`src/rtl/useq_pkg.sv`:
```
package useq_pkg;

    localparam int UW_W  = 16;
    localparam int CTL_W = 15;

    typedef enum logic {PH_FETCH = 1'b0, PH_EXEC = 1'b1} phase_e;

    typedef enum logic [1:0] {
        BK_NEXT = 2'd0,
        BK_JUMP = 2'd1,
        BK_MAP  = 2'd2,
        BK_RSVD = 2'd3
    } br_kind_e;

    typedef struct packed {
        logic z;
        logic n;
        logic c;
        logic irq;
    } cond_in_t;

    function automatic logic [UW_W-1:0] mk_ctl(input logic [CTL_W-1:0] sig);
        return {1'b0, sig};
    endfunction

    function automatic logic [UW_W-1:0] mk_br(input logic [2:0] sel,
                                              input br_kind_e   kind,
                                              input logic [5:0] tgt);
        return {1'b1, sel, kind, 4'b0000, tgt};
    endfunction

    // Built-in microprogram: fetch at 0, indirect at 8, interrupt at 16,
    // opcode dispatch at 32..47, execute routines at 48 and 52.
    function automatic logic [UW_W-1:0] ucode_word(input int unsigned a);
        logic [UW_W-1:0] w;
        w = '0;
        if (a >= 32 && a <= 39) begin
            w = mk_br(3'(a - 32), BK_JUMP, 6'd48);
        end else if (a >= 41 && a <= 47) begin
            w = mk_br(3'd0, BK_JUMP, 6'd52);
        end else begin
            case (a)
                0:  w = mk_ctl(15'h0001);
                1:  w = mk_ctl(15'h0006);
                2:  w = mk_ctl(15'h0008);
                3:  w = mk_br(3'd4, BK_JUMP, 6'd16);
                4:  w = mk_br(3'd0, BK_MAP, 6'd0);
                8:  w = mk_ctl(15'h0030);
                9:  w = mk_ctl(15'h0040);
                10: w = mk_br(3'd0, BK_JUMP, 6'd52);
                16: w = mk_ctl(15'h0100);
                17: w = mk_ctl(15'h0600);
                18: w = mk_br(3'd0, BK_JUMP, 6'd0);
                40: w = mk_br(3'd0, BK_JUMP, 6'd8);
                48: w = mk_ctl(15'h1000);
                49: w = mk_ctl(15'h2000);
                50: w = mk_br(3'd0, BK_JUMP, 6'd0);
                52: w = mk_ctl(15'h0800);
                53: w = mk_br(3'd3, BK_JUMP, 6'd48);
                54: w = mk_br(3'd0, BK_JUMP, 6'd0);
                default: w = '0;
            endcase
        end
        return w;
    endfunction

endpackage

```
`src/rtl/useq_cmem.sv`:
```
module useq_cmem
    import useq_pkg::*;
#(
    parameter int ADDR_W = 6
) (
    input  logic              clk,
    input  logic              rst_n,
    input  logic              load,
    input  logic [ADDR_W-1:0] addr,
    output logic [UW_W-1:0]   cbr_q
);
    localparam int DEPTH = 1 << ADDR_W;

    logic [UW_W-1:0] rom [DEPTH];

    for (genvar g = 0; g < DEPTH; g++) begin : g_rom
        assign rom[g] = ucode_word(g);
    end

    // Buffer register: the one-clock control memory read.
    always_ff @(posedge clk or negedge rst_n) begin
        if (!rst_n) begin
            cbr_q <= '0;
        end else if (load) begin
            cbr_q <= rom[addr];
        end
    end
endmodule

```
`src/rtl/useq_nextsel.sv`:
```
module useq_nextsel
    import useq_pkg::*;
#(
    parameter int ADDR_W   = 6,
    parameter int OPC_W    = 4,
    parameter int MAP_BASE = 32
) (
    input  logic [ADDR_W-1:0] car,
    input  logic              is_branch,
    input  logic [2:0]        sel,
    input  br_kind_e          kind,
    input  logic [ADDR_W-1:0] target,
    input  logic [OPC_W-1:0]  opcode,
    input  cond_in_t          cond,
    output logic [ADDR_W-1:0] nxt
);
    localparam logic [ADDR_W-1:0] MAP_A = ADDR_W'(MAP_BASE);

    logic              cond_ok;
    logic [ADDR_W-1:0] inc_addr;
    logic [ADDR_W-1:0] map_addr;

    always_comb begin
        case (sel)
            3'd0:    cond_ok = 1'b1;
            3'd1:    cond_ok = cond.z;
            3'd2:    cond_ok = cond.n;
            3'd3:    cond_ok = cond.c;
            3'd4:    cond_ok = cond.irq;
            default: cond_ok = 1'b0;
        endcase
    end

    assign inc_addr = car + 1'b1;
    assign map_addr = MAP_A + {{(ADDR_W-OPC_W){1'b0}}, opcode};

    always_comb begin
        nxt = inc_addr;
        if (is_branch) begin
            unique case (kind)
                BK_JUMP: if (cond_ok) nxt = target;
                BK_MAP:  if (cond_ok) nxt = map_addr;
                BK_NEXT: nxt = inc_addr;
                BK_RSVD: nxt = inc_addr;
            endcase
        end
    end
endmodule

```
`src/rtl/useq_top.sv`:
```
module useq_top
    import useq_pkg::*;
#(
    parameter int ADDR_W   = 6,
    parameter int OPC_W    = 4,
    parameter int MAP_BASE = 32
) (
    input  logic              clk,
    input  logic              rst_n,
    input  logic [OPC_W-1:0]  opcode,
    input  logic              flag_z,
    input  logic              flag_n,
    input  logic              flag_c,
    input  logic              irq_pend,
    output logic [CTL_W-1:0]  ctrl_sig,
    output logic [ADDR_W-1:0] uaddr
);
    phase_e            ph_q;
    logic [ADDR_W-1:0] car_q;
    logic [ADDR_W-1:0] nxt;
    logic [UW_W-1:0]   cbr_q;
    logic              in_exec;
    cond_in_t          cond;

    assign cond    = '{z: flag_z, n: flag_n, c: flag_c, irq: irq_pend};
    assign in_exec = (ph_q == PH_EXEC);

    useq_cmem #(.ADDR_W(ADDR_W)) cmem_i (
        .clk   (clk),
        .rst_n (rst_n),
        .load  (ph_q == PH_FETCH),
        .addr  (car_q),
        .cbr_q (cbr_q)
    );

    useq_nextsel #(.ADDR_W(ADDR_W), .OPC_W(OPC_W), .MAP_BASE(MAP_BASE)) nsel_i (
        .car       (car_q),
        .is_branch (cbr_q[UW_W-1]),
        .sel       (cbr_q[14:12]),
        .kind      (br_kind_e'(cbr_q[11:10])),
        .target    (cbr_q[ADDR_W-1:0]),
        .opcode    (opcode),
        .cond      (cond),
        .nxt       (nxt)
    );

    // State register and control address register.
    always_ff @(posedge clk or negedge rst_n) begin
        if (!rst_n) begin
            ph_q  <= PH_FETCH;
            car_q <= '0;
        end else begin
            unique case (ph_q)
                PH_FETCH: ph_q <= PH_EXEC;
                PH_EXEC: begin
                    ph_q  <= PH_FETCH;
                    car_q <= nxt;
                end
            endcase
        end
    end

    // Outputs.
    always_comb begin
        ctrl_sig = '0;
        unique case (ph_q)
            PH_FETCH: ctrl_sig = '0;
            PH_EXEC:  if (!cbr_q[UW_W-1]) ctrl_sig = cbr_q[CTL_W-1:0];
        endcase
    end

    assign uaddr = car_q;
endmodule

```
`config.mk`:
```
export PLATFORM = sky130hd
export DESIGN_NAME = useq_top
export DESIGN_NICKNAME = d
export VERILOG_FILES = /design/src/rtl/useq_pkg.sv /design/src/rtl/useq_cmem.sv /design/src/rtl/useq_nextsel.sv /design/src/rtl/useq_top.sv
export SDC_FILE = /design/constraint.sdc
export NUM_CORES = 1
export LEC_CHECK = 0
export ABC_AREA = 1
export BUFFER_PORTS_ARGS = -buffer_cell sky130_fd_sc_hd__buf_2
export CAP_MARGIN = 15
export CORE_MARGIN = 10
export CORE_UTILIZATION = 55
export CTS_BUF_LIST = sky130_fd_sc_hd__clkbuf_16
export CTS_CLUSTER_DIAMETER = 40
export DETAILED_ROUTE_END_ITERATION = 6
export PLACE_DENSITY_LB_ADDON = 0.12
export SLEW_MARGIN = 10
export SYNTH_ARGS = -nofsm -noshare
export SYNTH_HDL_FRONTEND = slang
export SYNTH_HIERARCHICAL = 1
export SYNTH_SLANG_ARGS = --single-unit
```
`constraint.sdc`:
```
create_clock -name clk -period 1.65 [get_ports clk]
set_input_delay 0.0825 -clock clk [delete_from_list [all_inputs] [get_ports clk]]
set_output_delay 0.0825 -clock clk [all_outputs]
set_load 0.01 [all_outputs]
```
==> impl_metrics.tcl <==
set metrics [dict create \
    start_kind "flip-flop" \
    slew_viol_final 0 \
    cp_max_fo 4 \
    seqPwrFrac_pct 28.2 \
    hold_depth 6 \
    slew_headroom_pct 65.11 \
    die_h_um 76.38 \
    r2r-end "uaddr[5]" \
    min_to "uaddr[3]" \
    grt_remaining_overflow 0 \
    first_pass_iters 7 \
    clk_latency_ns 0.25 \
    ys_ff_latch 22 \
    reg2reg_slack_ns 0.11 \
    status "completed" \
    synthCells 251 \
    root_buffer "clkbuf_16" \
    p_leak_nw 1.116 \
    n_antenna_cell 0 \
    ys_types 35 \
    skew_ns 0.003215 \
    drc_errors 0 \
    wl_per_cell_um 13.34 \
    power.density_cell_area_nw_per_um2 1901 \
    multiInputGateArea_um2 978.4 \
    tns_ns 0 \
    r2r-start "cmem_i/cbr_q[10]" \
    dp_slack_ns 0.1234 \
    numCtsBuffers 3 \
    io_buffer_count 29 \
    ir_drop_mv 1.090 \
    endpoint_kind "flip-flop" \
    critPathKind "flip-flop to flip-flop" \
    ys_seq_area_share_pct 31.50 \
    drtIter0Drc 143 \
    netSwitchingFraction_pct 48.55 \
    place_congestion 0.9111 \
    p_int_mw 2.015 \
    setup_viol_count_final 0 \
    dp_hpwl_um 3342 \
    drt-total-wl_um 4402 \
    synth_warnings 6 \
    worst_pin_slew_ns 0.5234 \
    hold_violations 0 \
    hold_path_class "input port to flip-flop" \
    cp.arrival_ns 1.69 \
    start_util_pct 57.25 \
    rsz0062_at_grt "no" \
    syn_nets 268 \
    grt_pass1_vias 1612 \
    clkSlewWorstSetupHoldPaths_ns 0.06 \
    vias 1672 \
    io_pins 31 \
    reg2regPathDepth 10 \
    dieArea_um2 5833 \
    fmax_mhz 648.1 \
    fin_crit_ns 1.543 \
    grt_use_total_pct 15.19 \
    antenna_found_initial 0 \
    cp_data_required_time_ns 1.80 \
    std_cell_rows 20 \
    net-switching-power_mw 1.902 \
    fin_total_pwr_mw 3.917 \
    drive_gt1_share_pct 25.52 \
    syn_to_final_growth_pct 17.90 \
    fin_crit_sh_pct 93.52 \
    nNetsFinal 304 \
    postRouteAntennaNets 0 \
    avgSynthCellArea_um2 6.964 \
    cts_setup_buffers 0 \
    p_comb_share_pct 54.4 \
    die_w_um 76.38 \
    synth_area_um2 1748 \
    clockPowerShare_pct 17.3 \
    clockBufferDepth 2 \
    htree_levels 1 \
    grt_start_max_net_pins 23 \
    fill_cells 285 \
    maxCapViolations 0 \
    vias_per_cell 5.067 \
    min-delay-start "opcode[3]" \
    timing.final.ws_setup_ns 0.1069 \
    cts_sinks 22 \
    hold_ws_ns 0.2503 \
    core-area_um2 3053 \
    grt_pass1_wl_um 7590 \
    cts_tree "built" \
    regArea_um2 550.5 \
]
## worst max-delay path, cell delays in order, from the launching register on
cell,delay (ns)
dfrtp_1,0.42
inv_1,0.06
ha_1,0.22
nor2_1,0.26
nor2_1,0.11
nand2_1,0.08
nand3_1,0.06
nand2_1,0.08
inv_1,0.04
nand2_1,0.05
nand2_1,0.05
## area by class of cell
type	instances	share of cell area, %
tap	44	2.672
sequential	22	26.72
clock inverter	1	1.457
clock buffer	3	3.643
timing repair buffer	36	9.715
inverter	45	8.318
multi-input combinational	179	47.48
## layout by cell type (no fill, tap or decap), types with 3 or more instances in the layout
cell type	instances
inv_2	7
nand2_2	4
nand3_1	19
o21ai_0	9
dfrtp_1	22
buf_4	6
nor2_1	22
ha_1	6
nand2_1	79
clkbuf_16	3
nor2_4	12
buf_2	29
inv_1	37
## worst max-delay path by stage
stage,from,endpoint,slack [ns]
finish,cmem_i/cbr_q[10],uaddr[5],0.11
CTS,cmem_i/cbr_q[11],uaddr[1],0.1
floorplan,uaddr[0],cmem_i/cbr_q[10],0.23
detailed placement,cmem_i/cbr_q[11],uaddr[1],0.12
global route,cmem_i/cbr_q[11],uaddr[0],0.004
global placement,cmem_i/cbr_q[11],uaddr[1],0.12
## what timing repair did
action / 4_1_cts / 5_1_grt
endpoints found under the setup margin: 0 / 5
hold buffers: 1 / 0
hold endpoints to repair: 22 / 0
gates resized for setup: 0 / 2
## layer usage
metal / GRT usage (%) / vias to the layer above / wire length [um]
met4: 4.647 / 0 / 51
li1: - / 842 / -
met5: 0 / - / 0
met3: 3.184 / 6 / 347
met2: 23.64 / 71 / 1952
met1: 20.40 / 753 / 2051
## power groups by stage
stage / registers (mW) / logic [mW] / clock network (mW)
after floorplan: 1.04 / 1.58 / 0
after global placement: 1.10 / 2.08 / 0
after detailed placement: 1.11 / 2.08 / 0
after CTS: 1.10 / 2.10 / 0.691
after global routing: 1.14 / 2.42 / 0.718
final: 1.11 / 2.13 / 0.679
## Yosys cell counts, drive strengths merged
library cell,count,share of area [%]
nand2,85,20
inv,45,9.8
nor2,36,13
dfrtp,22,31
nand3,20,6.0
o21ai,12,3.7
ha,7,5.0
buf,4,2.9
a21oi,3,0.86
nand4,2,0.72
o221ai,2,1.0
xor2,2,1.0
a22o,1,0.50
a22oi,1,0.43
a31o,1,0.50
and3,1,0.36
clkbuf,1,0.21
conb,1,0.21
nand3b,1,0.43
o211ai,1,0.43
o22ai,1,0.36
o31ai,1,0.43
or2,1,0.36
## state kept, by name, indices dropped and copies added, names as in the netlist
name          cells
uaddr             6
cmem_i/cbr_q     15
in_exec           1
## stage by stage
stage / instances / utilization [%] / area (um2)
after floorplan: 251 / - / 1748
after global placement: 325 / 63.52 / 1939
after detailed placement: 325 / 63.52 / 1939
after CTS: 330 / 67.30 / 2054
after global routing: 330 / 67.50 / 2061
final: 330 / 67.50 / 2061
## kinds of logic (layout without fill, tap and decap cells)
family,count (synthesis),after routing,synth area share [%]
AND/OR/NAND/NOR,146,146,41.23
buffers and inverters,50,85,12.88
AO/OA/AOI/OAI,23,23,8.161
flip-flops,22,22,31.50
adder cells (fa/ha/maj),7,7,5.011
XOR/XNOR,2,2,1.002
other,1,1,0.2145
No activity file was read; power rests on OpenSTA's default activity.
